===== src/rtl/bt_pkg.sv =====
package bt_pkg;

  localparam int unsigned PRE_BASE_LOG = 4;
  localparam int unsigned PRE_W        = PRE_BASE_LOG + 3;

  typedef enum logic [2:0] {
    SEL_SYS16  = 3'd0,
    SEL_SYS32  = 3'd1,
    SEL_SYS64  = 3'd2,
    SEL_SYS128 = 3'd3,
    SEL_XTAL   = 3'd4,
    SEL_XTAL2  = 3'd5,
    SEL_PIN    = 3'd6,
    SEL_GEN    = 3'd7
  } src_sel_e;

  // The prescaler hits once every 2^(PRE_BASE_LOG+step) cycles, when all low bits are ones
  function automatic logic prescale_hit(input logic [PRE_W-1:0] pre, input logic [1:0] step);
    logic [PRE_W-1:0] mask;
    mask = PRE_W'((1 << (PRE_BASE_LOG + int'(step))) - 1);
    return (pre & mask) == mask;
  endfunction

endpackage


===== src/rtl/bt_edge_sync.sv =====
module bt_edge_sync #(
  parameter int unsigned STAGES = 2
) (
  input  logic clk,
  input  logic rst_n,
  input  logic async_in,
  output logic pulse_o
);

  logic [STAGES:0] sync_q;

  always_ff @(posedge clk) begin
    if (!rst_n) begin
      sync_q <= '0;
    end else begin
      sync_q <= {sync_q[STAGES-1:0], async_in};
    end
  end

  assign pulse_o = sync_q[STAGES-1] & ~sync_q[STAGES];

endmodule


===== src/rtl/bt_src_sel.sv =====
module bt_src_sel #(
  parameter int unsigned SYNC_STAGES = 2
) (
  input  logic       clk,
  input  logic       rst_n,
  input  logic [2:0] sel,
  input  logic       xtal_en,
  input  logic       pin_clk,
  input  logic       gen_clk,
  output logic       src_en_o,
  output logic       pin_pulse_o,
  output logic       gen_pulse_o
);
  import bt_pkg::*;

  localparam int unsigned N_EXT = 2;

  logic [PRE_W-1:0] pre_q;
  logic             half_q;
  logic [N_EXT-1:0] ext_in;
  logic [N_EXT-1:0] ext_pulse;

  always_ff @(posedge clk) begin
    if (!rst_n) begin
      pre_q  <= '0;
      half_q <= 1'b0;
    end else begin
      pre_q <= pre_q + 1'b1;
      if (xtal_en) half_q <= ~half_q;
    end
  end

  assign ext_in = {gen_clk, pin_clk};

  for (genvar g = 0; g < N_EXT; g++) begin : g_ext
    bt_edge_sync #(.STAGES(SYNC_STAGES)) i_sync (
      .clk      (clk),
      .rst_n    (rst_n),
      .async_in (ext_in[g]),
      .pulse_o  (ext_pulse[g])
    );
  end

  assign pin_pulse_o = ext_pulse[0];
  assign gen_pulse_o = ext_pulse[1];

  always_comb begin
    case (src_sel_e'(sel))
      SEL_SYS16:  src_en_o = prescale_hit(pre_q, 2'd0);
      SEL_SYS32:  src_en_o = prescale_hit(pre_q, 2'd1);
      SEL_SYS64:  src_en_o = prescale_hit(pre_q, 2'd2);
      SEL_SYS128: src_en_o = prescale_hit(pre_q, 2'd3);
      SEL_XTAL:   src_en_o = xtal_en;
      SEL_XTAL2:  src_en_o = xtal_en & half_q;
      SEL_PIN:    src_en_o = ext_pulse[0];
      default:    src_en_o = ext_pulse[1];
    endcase
  end

endmodule


===== src/rtl/bt_div_counter.sv =====
module bt_div_counter #(
  parameter int unsigned DIV_W = 16
) (
  input  logic             clk,
  input  logic             rst_n,
  input  logic             run,
  input  logic             src_en,
  input  logic [DIV_W-1:0] divisor,
  output logic             tick_o
);

  // A zero divisor wraps to all ones, so it counts 2^DIV_W pulses
  function automatic logic [DIV_W-1:0] reload_of(input logic [DIV_W-1:0] d);
    return d - 1'b1;
  endfunction

  logic [DIV_W-1:0] cnt_q;

  always_ff @(posedge clk) begin
    if (!rst_n) begin
      cnt_q  <= '0;
      tick_o <= 1'b0;
    end else if (!run) begin
      cnt_q  <= reload_of(divisor);
      tick_o <= 1'b0;
    end else begin
      tick_o <= 1'b0;
      if (src_en) begin
        if (cnt_q == '0) begin
          tick_o <= 1'b1;
          cnt_q  <= reload_of(divisor);
        end else begin
          cnt_q <= cnt_q - 1'b1;
        end
      end
    end
  end

endmodule


===== src/rtl/bt_bit_div.sv =====
module bt_bit_div #(
  parameter int unsigned OVS = 16
) (
  input  logic clk,
  input  logic rst_n,
  input  logic run,
  input  logic tick16,
  output logic tick1_o
);

  localparam int unsigned CW = (OVS > 1) ? $clog2(OVS) : 1;
  localparam logic [CW-1:0] LAST = CW'(OVS - 1);

  logic [CW-1:0] cnt_q;

  always_ff @(posedge clk) begin
    if (!rst_n || !run) begin
      cnt_q   <= '0;
      tick1_o <= 1'b0;
    end else begin
      tick1_o <= tick16 && (cnt_q == LAST);
      if (tick16) cnt_q <= (cnt_q == LAST) ? '0 : cnt_q + 1'b1;
    end
  end

endmodule


===== src/rtl/baud_tick_gen.sv =====
module baud_tick_gen #(
  parameter int unsigned DATA_W      = 8,
  parameter int unsigned OVS         = 16,
  parameter int unsigned SYNC_STAGES = 2
) (
  input  logic              clk,
  input  logic              rst_n,
  input  logic              xtal_en,
  input  logic              pin_clk,
  input  logic              gen_clk,
  input  logic              wr_en,
  input  logic [1:0]        wr_addr,
  input  logic [DATA_W-1:0] wr_data,
  output logic              tick16_o,
  output logic              tick1_o
);

  localparam int unsigned DIV_W = 2 * DATA_W;
  localparam logic [1:0] ADDR_CTRL = 2'd0;
  localparam logic [1:0] ADDR_HI   = 2'd1;
  localparam logic [1:0] ADDR_LO   = 2'd2;

  logic              run_q;
  logic [2:0]        sel_q;
  logic [DATA_W-1:0] div_hi_q;
  logic [DATA_W-1:0] div_lo_q;
  logic [DIV_W-1:0]  divisor_w;
  logic              src_en_w;
  logic              pin_pulse_w;
  logic              gen_pulse_w;

  always_ff @(posedge clk) begin
    if (!rst_n) begin
      run_q    <= 1'b0;
      sel_q    <= '0;
      div_hi_q <= '0;
      div_lo_q <= '0;
    end else if (wr_en) begin
      case (wr_addr)
        ADDR_CTRL: begin
          run_q <= wr_data[0];
          sel_q <= wr_data[3:1];
        end
        ADDR_HI: div_hi_q <= wr_data;
        ADDR_LO: div_lo_q <= wr_data;
        default: ;
      endcase
    end
  end

  assign divisor_w = {div_hi_q, div_lo_q};

  bt_src_sel #(.SYNC_STAGES(SYNC_STAGES)) i_src (
    .clk         (clk),
    .rst_n       (rst_n),
    .sel         (sel_q),
    .xtal_en     (xtal_en),
    .pin_clk     (pin_clk),
    .gen_clk     (gen_clk),
    .src_en_o    (src_en_w),
    .pin_pulse_o (pin_pulse_w),
    .gen_pulse_o (gen_pulse_w)
  );

  bt_div_counter #(.DIV_W(DIV_W)) i_cnt (
    .clk     (clk),
    .rst_n   (rst_n),
    .run     (run_q),
    .src_en  (src_en_w),
    .divisor (divisor_w),
    .tick_o  (tick16_o)
  );

  bt_bit_div #(.OVS(OVS)) i_bit (
    .clk     (clk),
    .rst_n   (rst_n),
    .run     (run_q),
    .tick16  (tick16_o),
    .tick1_o (tick1_o)
  );

endmodule


===== config.mk =====
export PLATFORM = sky130hd
export DESIGN_NAME = baud_tick_gen
export DESIGN_NICKNAME = d
export VERILOG_FILES = /design/src/rtl/bt_pkg.sv /design/src/rtl/bt_edge_sync.sv /design/src/rtl/bt_src_sel.sv /design/src/rtl/bt_div_counter.sv /design/src/rtl/bt_bit_div.sv /design/src/rtl/baud_tick_gen.sv
export SDC_FILE = /design/constraint.sdc
export NUM_CORES = 1
export LEC_CHECK = 0
export ABC_AREA = 1
export BUFFER_PORTS_ARGS = -buffer_cell sky130_fd_sc_hd__buf_2
export CAP_MARGIN = 20
export CORE_AREA = 2 2 78 88
export DETAILED_ROUTE_END_ITERATION = 12
export DIE_AREA = 0 0 80 90
export GPL_TIMING_DRIVEN = 0
export PLACE_DENSITY = 0.65
export SLEW_MARGIN = 20
export SYNTH_ARGS = -nofsm -noshare
export SYNTH_HDL_FRONTEND = slang
export SYNTH_SLANG_ARGS = --single-unit

===== constraint.sdc =====
create_clock -name clk -period 3.8 [get_ports clk]
set_clock_uncertainty 0.15 [all_clocks]
set_input_delay 0.76 -clock clk [delete_from_list [all_inputs] [get_ports clk]]
set_output_delay 0.76 -clock clk [all_outputs]
set_load 0.01 [all_outputs]

* After elaboration in Yosys (flattened, before gate mapping)
Index checks and enable logic that the tools add are counted.
Word-level totals: bits in registers 56, input bits 16, output and inout bits 2, word-level logic and storage cells 53
Cells by class: add/sub/neg operators 4, equality and inequality tests 14, mux-type cells 6, bitwise operators 6, reduce and logical (&&, ||, !) cells 11
Operator list (count):
- 16-bit 2-to-1 mux | 3
- 16-bit by 1-bit subtractor with 16-bit output, second input constant | 2
- 16-bit logical NOT | 1
- 3-bit equality test, second input constant | 3
- 4-bit equality test, second input constant | 2
- 7-bit by 1-bit adder with 7-bit output, second input constant | 1
- 7-bit equality test, second input constant | 1
- 1-bit case mux with 7 select lines | 1
- 3-bit by 2-bit equality test with 1-bit output, second input constant | 2
- 6-bit equality test, second input constant | 1
- 2-bit AND reduction | 3
- 5-bit equality test, second input constant | 1
- 4-bit by 1-bit adder with 4-bit output, second input constant | 1
- 4-bit 2-to-1 mux | 1
- 1-bit bitwise AND | 3
- 3-bit by 1-bit equality test with 1-bit output, second input constant | 1
- 3-bit logical NOT | 1
- 1-bit NOT | 3
- 3-bit AND reduction | 1
- 2-bit by 1-bit equality test with 1-bit output, second input constant | 1
- 2-bit equality test, second input constant | 1
- 1-bit logical NOT | 2
- 2-bit logical NOT | 1
- 2-bit by 1-bit inequality test with 1-bit output, second input constant | 1
- 3 further kinds | 3

* Depth between registers and ports, before layout
Gate-level depths: netlist of the first run.
depth in word-level cells 5, mapped depth 14, mapped depth without buffers 13

* Hierarchy
Synthesis of the first run repeated with hierarchy kept, for this count alone.
Second synthesis, totals: cell total of the unflattened synthesis 507, area total of the unflattened synthesis 3304.4 µm²
By module, submodules not included:
- bt_div_counter | instances 1, cells each 271, area an instance 1629.1 µm², sequential area each 340.3 µm²
- baud_tick_gen | instances 1, cells each 130, area an instance 877.1 µm², sequential area each 400.4 µm²
- bt_src_sel | instances 1, cells each 55, area an instance 401.6 µm², sequential area each 160.2 µm²
- bt_bit_div | instances 1, cells each 29, area an instance 211.5 µm², sequential area each 100.1 µm²
- bt_edge_sync | instances 2, cells each 11, area an instance 92.6 µm², sequential area each 60.1 µm²

* Least setup slack after synthesis of the first run
No wires, ideal clock.
path kind reg2reg, from register i_src.pre_q[0], to register i_cnt.cnt_q[9], setup time 0.116 ns, data arrival time 1.591 ns, data required time 3.534 ns, setup slack 1.943 ns, cell stages (with the launch flop) 15, buffers on the path 1, clock period less this slack 1.857 ns, path through dfxtp_1 ha_1 nand2_2 nor2_2 ha_1 inv_1 nor2_1 nor2_1 nor2_1 nand3_2 nand3_2 buf_6 nand2_1 nor2_1 nor2_1
On the way: longest elaborated chain between the ends 3, elaborated cells on any way between the ends 6, classes of those cells 5 x eq/ne; 1 x mux
Ends and longest elaborated chain:
- from (decl) | RTL line bt_src_sel.sv:18 | logic [PRE_W-1:0] pre_q;
- from (signal assigned) | RTL line bt_src_sel.sv:28 | pre_q <= pre_q + 1'b1;
- 7-bit equality test, or another cell as far along | RTL line bt_pkg.sv:21 | return (pre & mask) == mask;
- 1-bit case mux with 7 select lines (*) | RTL line bt_src_sel.sv:48 | case (src_sel_e'(sel))
- 2-bit by 1-bit inequality test with 1-bit output (no line) (*)
- to (signal assigned) | RTL line bt_div_counter.sv:24 | cnt_q <= reload_of(divisor);
- to (signal assigned) | RTL line bt_div_counter.sv:31 | cnt_q <= reload_of(divisor);
- to (signal assigned) | RTL line bt_div_counter.sv:33 | cnt_q <= cnt_q - 1'b1;
- to (decl) | RTL line bt_div_counter.sv:17 | logic [DIV_W-1:0] cnt_q;
Every way passes the cells marked *; elsewhere a longest branch is shown, timed or not. A chain may end at the register's enable or synchronous reset.

* Final worst setup path of the first run
Same ends and word-level chain as after synthesis.

==> qor.csv, run 1 <==
metric,value,unit
preCtsSetupSlack,1670,ps
worst_pin_slew,526,ps
ctsHoldBuffers,0,
cts_buffer_depth,2,
drt_iter0_markers,91,
coreArea,0.00636,mm²
p_leak,1.58,nW
ys_types,25,
die_area,0.00720,mm²
regArea,0.00112,mm²
wl_per_cell,12.2,µm
power_density,403,mW/mm²
grt_pass1_wl,11.9,mm
place_area,0.00321,mm²
hold_violations,0,
status,finished clean,
fin_crit_sh,55.2,%
synth_nets,484,
cp.required,3860,ps
antenna_found_initial,0,
ctsResizeCount,0,
cp-end-kind,register,
critPathMaxFanout,10,
area.growth.synth_to_final,8.71,%
htreeDepth,2,
fin_crit,2100,ps
total_power,1.33,mW
avgViaCountPerCell,5.00,
chipHeight,90,µm
firstDrtPassIters,4,
multi_input_comb_area,0.00162,mm²
setup_violations,0,
syn_inst,462,
insertion_delay,300,ps
cp_slowest_cell,dfxtp_1,
grt_usage,20.8,%
totalWireLength,6.90,mm
ys_warn_count,0,
cp.arrival,2150,ps
max_clock_freq,476,MHz
root_buffer,clkbuf_8,
die_w,80,µm
clkTransAtPathRegs,100,ps
io_pins,18,
maxCapViolations,0,
postCtsSetupBuffers,0,
rows,31,
cp-start-kind,register,
cts_tree,built,
layout_common_cells,"106 x nand2_1, 79 x nor2_1, 56 x inv_1, 56 x dfxtp_1, 33 x nand3_1",
diodes,0,
crit_path_cell_trace,ha_1 > nand2_2 > nor2_2 > ha_1 > inv_1 > nor2_1 > nor2_1 > nor2_1 > nand3_2 > nand3_2 > buf_6 > nand2_1 > nor2_1 > nor2_1,
ant_nets,0,
drc,0,
whs,273,ps
cp_slowest_stage_delay,370,ps
num_vias,2833,
cts_num_sinks,56,
drv_slew,0,
crit_type,register to register,
start_util,47.6,%
portBuffers,16,
numCtsBuffers,5,
final_common_cell,nand2_1,
dp_hpwl,5.38,mm
gr-total-overflow,0,
post-route-cell-area,0.00329,mm²
nets,507,
synth_area,0.00303,mm²
grt_pass1_vias,2698,
r2r_start,i_src.pre_q[0],
rsz0062_at_grt,no,
drive_gt1_share,9.69,%
tns,0,ps
fin_ws,1700,ps
seq_area_frac_synth,37.0,%
synth-seq-cells,56,
grt_max_degree,17,
vdd_drop_max,0.234,mV
slew_headroom,65.0,%
hold_path_class,register to register,
gp_congestion,0.932,
crit_path_frequent_cell,nor2_1,
cpLargestDelayFamily,simple AND/OR/NAND/NOR gates,
crit_start,i_src.pre_q[0],
cp_num_buf_inv,2,
worstHoldStart,i_src.g_ext[0].i_sync.sync_q[0],
fill_cells,698,
avgSynthCellArea,6.56,µm²
## logic make-up after synthesis
logic type / Yosys count / share of synthesized area, %
flops: 56 / 37.0
fa+ha+maj: 6 / 2.48
simple gates: 246 / 34.6
compound gates: 71 / 12.1
xor+xnor: 15 / 4.34
buf+inv: 68 / 9.41
## registers in the layout, indices dropped and copies added, names as in the netlist
signal,flops
i_cnt.tick_o,1
i_bit.cnt_q,4
sel_q,3
div_lo_q,8
div_hi_q,8
i_src.half_q,1
i_src.g_ext.i_sync.sync_q,6
run_q,1
i_src.pre_q,7
i_cnt.cnt_q,16
i_bit.tick1_o,1
## cell type report
| class | count | share of cell area (%) |
|---|---|---|
| sequential | 56 | 34.0 |
| inverter | 56 | 6.38 |
| clock buffer | 5 | 2.09 |
| buffer | 12 | 2.28 |
| timing repair buffer | 16 | 2.43 |
| multi-input combinational | 338 | 49.3 |
| tap | 82 | 3.11 |
| clock inverter | 2 | 0.380 |
## worst reg2reg max path, delay by kind of cell (launching register included)
| family | cells | cell delay, ps |
|---|---|---|
| flip-flops | 1 | 370 |
| adder cells (fa/ha/maj) | 2 | 350 |
| AND/OR/NAND/NOR | 10 | 910 |
| buffers and inverters | 2 | 200 |
## metrics by stage
stage	cells	utilization, %
CTS	567	51.8
finish	567	51.8
global route	567	51.8
global placement	560	50.5
detailed placement	560	50.5
floorplan	462	-
## Yosys cell counts, drive strengths merged
master / instances / area, µm²
a211oi: 2 / 15.0
a21oi: 29 / 153
and3: 1 / 6.26
buf: 7 / 56.3
clkbuf: 5 / 18.8
dfxtp: 56 / 1120
ha: 6 / 75.1
inv: 56 / 210
nand2: 110 / 423
nand3: 37 / 205
nand3b: 1 / 7.51
nand4: 6 / 37.5
nor2: 86 / 345
nor3: 5 / 25.0
o21ai: 40 / 200
xnor2: 1 / 8.76
xor2: 14 / 123
## final timing paths
check | endpoint | slack, ps | cells after the start
worst min register to register | i_src.g_ext[0].i_sync.sync_q[1] | 270 | 2
worst min-delay path | i_src.g_ext[0].i_sync.sync_q[1] | 270 | 2
worst max-delay path | i_cnt.cnt_q[9] | 1700 | 14
worst max register to register | i_cnt.cnt_q[9] | 1700 | 14
## report_power, final
group	switching, mW	total [mW]	internal (mW)	leakage [nW]
logic	0.220	0.343	0.123	1.08
registers	0.0397	0.669	0.629	0.460
clock network	0.190	0.315	0.125	0.0400
total	0.449	1.33	0.878	1.58
## per-layer routing
metal  vias to the layer above  track usage [%]  routed length, µm
met5                         -                0                  0
met4                         0             7.91                193
met3                        16             3.61                199
met2                        42             35.2               3270
met1                      1270             25.9               3240
li1                       1505                -                  -
No activity file was read; power rests on OpenSTA's default activity.
==> inputs of run 2 (changes only) <==
- PLACE_DENSITY: 0.65 -> 0.68
- clock period: 3.8 -> 1.7 ns (I/O delays scaled with it)
==> qor.csv, run 2 (synthesis results as in run 1) <==
metric,value,unit
status,finished with violations,
violations,negative setup slack,
grt_pass1_wl,12.0,mm
drc,0,
totalWireLength,7.10,mm
setup_violations,17,
htreeDepth,2,
crit_path_cell_trace,ha_4 > nand2_4 > nor2_4 > ha_4 > inv_2 > nor2_2 > nor2_1 > nor2_1 > nand3_2 > nand3_4 > buf_6 > nand2_1 > nor2_1 > nor2_1,
p_leak,1.63,nW
cp.arrival,2010,ps
insertion_delay,310,ps
fin_crit,1960,ps
cts_num_sinks,56,
cts_buffer_depth,2,
worst_pin_slew,570,ps
numCtsBuffers,5,
finish.utilization,54.4,%
cp_num_buf_inv,2,
fin_crit_sh,115,%
crit_start,i_src.pre_q[1],
vdd_drop_max,0.462,mV
ctsHoldBuffers,0,
power_density,880,mW/mm²
crit_path_end,i_cnt.cnt_q[9],
max_clock_freq,511,MHz
gr-total-overflow,0,
grt_pass1_vias,2664,
maxCapViolations,0,
root_buffer,clkbuf_8,
dp_hpwl,5.33,mm
drt_iter0_markers,171,
coreArea,0.00636,mm²
start_util,47.6,%
cpLargestDelayFamily,simple AND/OR/NAND/NOR gates,
num_vias,2857,
avgViaCountPerCell,4.96,
cp-start-kind,register,
largest_reg_flops,16,
cp.depth,14,
cp_slowest_stage_delay,370,ps
die_area,0.00720,mm²
wl_per_cell,12.3,µm
nets,515,
hold_violations,0,
cts_tree,built,
gp_congestion,0.877,
grt_max_degree,18,
clkTransAtPathRegs,110,ps
cp-end-kind,register,
hold_path_class,primary input to register,
r2r_start,i_src.pre_q[1],
reg_top3,"i_cnt.cnt_q x16, div_hi_q x8, div_lo_q x8",
final_common_cell,nand2_1,
chipHeight,90,µm
drv_slew,0,
r2r_slack,-260,ps
io_pins,18,
slew_headroom,62.0,%
ant_nets,0,
total_power,3.05,mW
drive_gt1_share,14.4,%
rsz0062_at_grt,yes,
portBuffers,16,
rows,31,
place_area,0.00325,mm²
antenna_found_initial,0,
critPathMaxFanout,5,
cp.required,1750,ps
crit_type,register to register,
firstDrtPassIters,4,
regMostFlops,i_cnt.cnt_q,
die_w,80,µm
whs,62.2,ps
ff2ff_path_depth,14,
layout_common_cells,"104 x nand2_1, 77 x nor2_1, 54 x inv_1, 54 x dfxtp_1, 33 x nand3_1",
cp_slowest_cell,dfxtp_2,
area.growth.synth_to_final,14.3,%
post-route-cell-area,0.00346,mm²
diodes,0,
r2r_end,i_cnt.cnt_q[9],
crit_path_frequent_cell,nor2_1,
fin_ws,-258,ps
grt_usage,20.7,%
==> run 2: changes by cell type in the layout (fill, tap and decap cells not counted), sizes merged <==
cell and change:
clkbuf +1, buf +8
==> run 2: where the power goes <==
group	switching (mW)	internal (mW)	leakage (nW)
Sequential	0.0932	1.41	0.460
Combinational	0.511	0.296	1.13
Clock	0.445	0.295	0.0414
==> run 2: worst min path at each step <==
stage                                                from                         endpoint  slack (ps)  cells after the start
after floorplan           i_src.g_ext[0].i_sync.sync_q[0]  i_src.g_ext[0].i_sync.sync_q[1]         240                      2
after global placement    i_src.g_ext[0].i_sync.sync_q[0]  i_src.g_ext[0].i_sync.sync_q[1]         260                      2
after detailed placement  i_src.g_ext[0].i_sync.sync_q[0]  i_src.g_ext[0].i_sync.sync_q[1]         250                      2
after CTS                                         pin_clk  i_src.g_ext[0].i_sync.sync_q[0]          60                      3
after global routing                              xtal_en                     i_src.half_q          70                      2
final                                             pin_clk  i_src.g_ext[0].i_sync.sync_q[0]          60                      3
==> run 2: per-stage QoR <==
| stage | TNS, ps | worst slack, ps | cells |
|---|---|---|---|
| 2_1_floorplan | -1430 | -139 | 462 |
| 3_3_place_gp | -4630 | -338 | 560 |
| 3_5_place_dp | -5490 | -380 | 560 |
| 4_1_cts | -3520 | -245 | 572 |
| 5_1_grt | -5610 | -391 | 576 |
| 6_report | -3480 | -258 | 576 |
==> run 2: tightest hold or removal path, stage by stage <==
cell and delay, ps:
buf_2 80, nand2_1 40, inv_1 40
==> run 2: layer usage <==
layer / GRT usage, % / wire (µm) / vias to the layer above
met5: 0 / 0 / -
met4: 8.47 / 163 / 0
met3: 3.31 / 260 / 16
met2: 34.7 / 3420 / 51
met1: 26.2 / 3250 / 1269
li1: - / - / 1521
==> run 2: cell type report <==
type | instances | area (µm²)
Multi-Input combinational cell | 338 | 1710
Tap cell | 82 | 103
Clock buffer | 6 | 72.6
Buffer | 12 | 82.6
Sequential cell | 56 | 1120
Timing Repair Buffer | 24 | 144
Fill cell | 653 | 2900
Clock inverter | 2 | 16.3
Inverter | 56 | 210
==> run 2: what timing repair did <==
action | in CTS | in global routing
pin swaps | 2 | 12
endpoints found under the setup margin | 17 | 17
setup buffers | 3 | 4
gates cloned | 1 | 0
gates resized for setup | 8 | 10
==> inputs of run 3 (changes only) <==
- CAP_MARGIN: 20 -> not set
- PLACE_DENSITY: 0.68 -> 0.8
==> qor.csv, run 3 (synthesis results as in run 1) <==
metric,value,unit
fin_crit_sh,113,%
crit_path_frequent_cell,buf_4,
insertion_delay,320,ps
rsz0062_at_grt,yes,
cp.arrival,1990,ps
final_cell_count_no_fill,575,
cp_num_buf_inv,3,
fin_crit,1930,ps
wl_per_cell,12.4,µm
r2r_end,i_cnt.cnt_q[9],
rows,31,
cp_slowest_stage_delay,370,ps
largest_reg_flops,16,
maxCapViolations,0,
status,finished with violations,
p_seq_share,49.2,%
start_util,47.6,%
area.growth.synth_to_final,13.7,%
antenna_found_initial,0,
placed_cells,560,
gr-total-overflow,0,
gp_congestion,0.906,
ff2ff_path_depth,12,
cp.required,1760,ps
regMostFlops,i_cnt.cnt_q,
dp_hpwl,5.27,mm
portBuffers,16,
pwr-share-clk,24.2,%
cts_tree,built,
hold_violations,0,
cts_num_sinks,56,
whs,58.7,ps
clkTransAtPathRegs,110,ps
grt_usage,20.7,%
crit_type,register to register,
hold_end,i_src.g_ext[0].i_sync.sync_q[0],
root_buffer,clkbuf_8,
p_leak,1.63,nW
numCtsBuffers,5,
drv_slew,0,
cp_slowest_cell,dfxtp_4,
worstHoldStart,pin_clk,
coreArea,0.00636,mm²
die_w,80,µm
nets,514,
swShare,34.4,%
ctsHoldBuffers,0,
cts_buffer_depth,2,
vdd_drop_max,0.597,mV
reg_top3,"i_cnt.cnt_q x16, div_hi_q x8, div_lo_q x8",
hold_path_class,primary input to register,
avgViaCountPerCell,5.07,
layout_common_cells,"105 x nand2_1, 76 x nor2_1, 54 x inv_1, 54 x dfxtp_1, 33 x nand3_1",
totalWireLength,7.13,mm
setup_violations,17,
switchingPower,1.05,mW
firstDrtPassIters,5,
die_area,0.00720,mm²
cp-start-kind,register,
post-route-cell-area,0.00345,mm²
place_area,0.00325,mm²
critPathMaxFanout,10,
fin_ws,-227,ps
drt_iter0_markers,150,
grt_pass1_vias,2847,
cpLargestDelayFamily,simple AND/OR/NAND/NOR gates,
grt_pass1_wl,12.1,mm
cp-end-kind,register,
drive_gt1_share,13.8,%
worst_pin_slew,432,ps
r2r_start,i_src.pre_q[0],
r2r_slack,-230,ps
num_vias,2916,
ant_nets,0,
combPwrFrac,26.6,%
final_common_cell,nand2_1,
chipHeight,90,µm
slew_headroom,71.2,%
p_int,2.00,mW
crit_path_cell_trace,ha_4 > nand2_4 > nor2_4 > buf_4 > buf_4 > nand2_2 > nand2_1 > nand3_2 > nand3_4 > buf_8 > o21ai_0 > nor2_1,
grt_max_degree,18,
drc,0,
fill_cells,613,
power_density,884,mW/mm²
htreeDepth,2,
max_clock_freq,519,MHz
diodes,0,
io_pins,18,
hold_depth,3,
violations,negative setup slack,
-- run 3: cell count changes in the layout (fill, tap and decap cells not counted), sizes merged --
cell  before  now
buf       31   30
-- run 3: per-stage QoR --
| stage | total power [mW] | utilization (%) | setup WS [ps] | TNS, ps |
|---|---|---|---|---|
| floorplan | 2.11 | - | -139 | -1430 |
| global route | 3.23 | 54.2 | -347 | -5100 |
| detailed placement | 2.29 | 51.0 | -327 | -4540 |
| CTS | 3.03 | 53.6 | -225 | -3050 |
| global placement | 2.27 | 51.0 | -316 | -4270 |
| finish | 3.05 | 54.2 | -227 | -3220 |
-- run 3: worst max path at each step --
stage / cells after the start / from / slack [ps] / end
2_1_floorplan: 14 / i_src.pre_q[0] / -140 / i_cnt.cnt_q[9]
3_3_place_gp: 13 / i_src.pre_q[0] / -320 / i_cnt.cnt_q[1]
3_5_place_dp: 13 / i_src.pre_q[0] / -330 / i_cnt.cnt_q[1]
4_1_cts: 14 / i_src.pre_q[0] / -230 / i_cnt.cnt_q[12]
5_1_grt: 14 / i_src.pre_q[0] / -350 / i_cnt.cnt_q[12]
6_report: 12 / i_src.pre_q[0] / -230 / i_cnt.cnt_q[9]
-- run 3: power groups by stage --
stage	registers (mW)	logic [mW]	clock network (mW)
after global placement	1.52	0.746	0
after floorplan	1.51	0.608	0
after detailed placement	1.53	0.764	0
final	1.50	0.810	0.736
after global routing	1.51	0.920	0.799
after CTS	1.50	0.789	0.741
-- run 3: layout make-up --
class,instances,area (µm²),area share [%]
multi-input cells,338,1700,49.3
flip-flops and latches,56,1130,32.7
clock inverters,2,16.3,0.472
inverters,56,210,6.10
repair buffers,23,136,3.96
clock buffers,6,72.6,2.11
plain buffers,12,82.6,2.40
well taps,82,103,2.98
-- run 3: routing by layer --
metal / vias up / track usage, % / part of all wire (%) / routed length, µm
met4: 0 / 7.34 / 2.3 / 161
met1: 1282 / 24.5 / 43 / 3080
met3: 19 / 4.42 / 4.8 / 343
met5: - / 0 / 0 / 0
met2: 91 / 36.1 / 50 / 3540
li1: 1524 / - / - / -
-- run 3: what timing repair did --
action | in CTS | in global routing
setup endpoints to repair | 17 | 17
resized for setup | 11 | 5
cloned | 1 | 0
pin swaps | 2 | 5
buffers inserted | 3 | 3
-- run 3: worst min-delay path: cells and delay by family --
family	cells	cell delay, ps
buffers and inverters	2	120
and+or+nand+nor	1	40
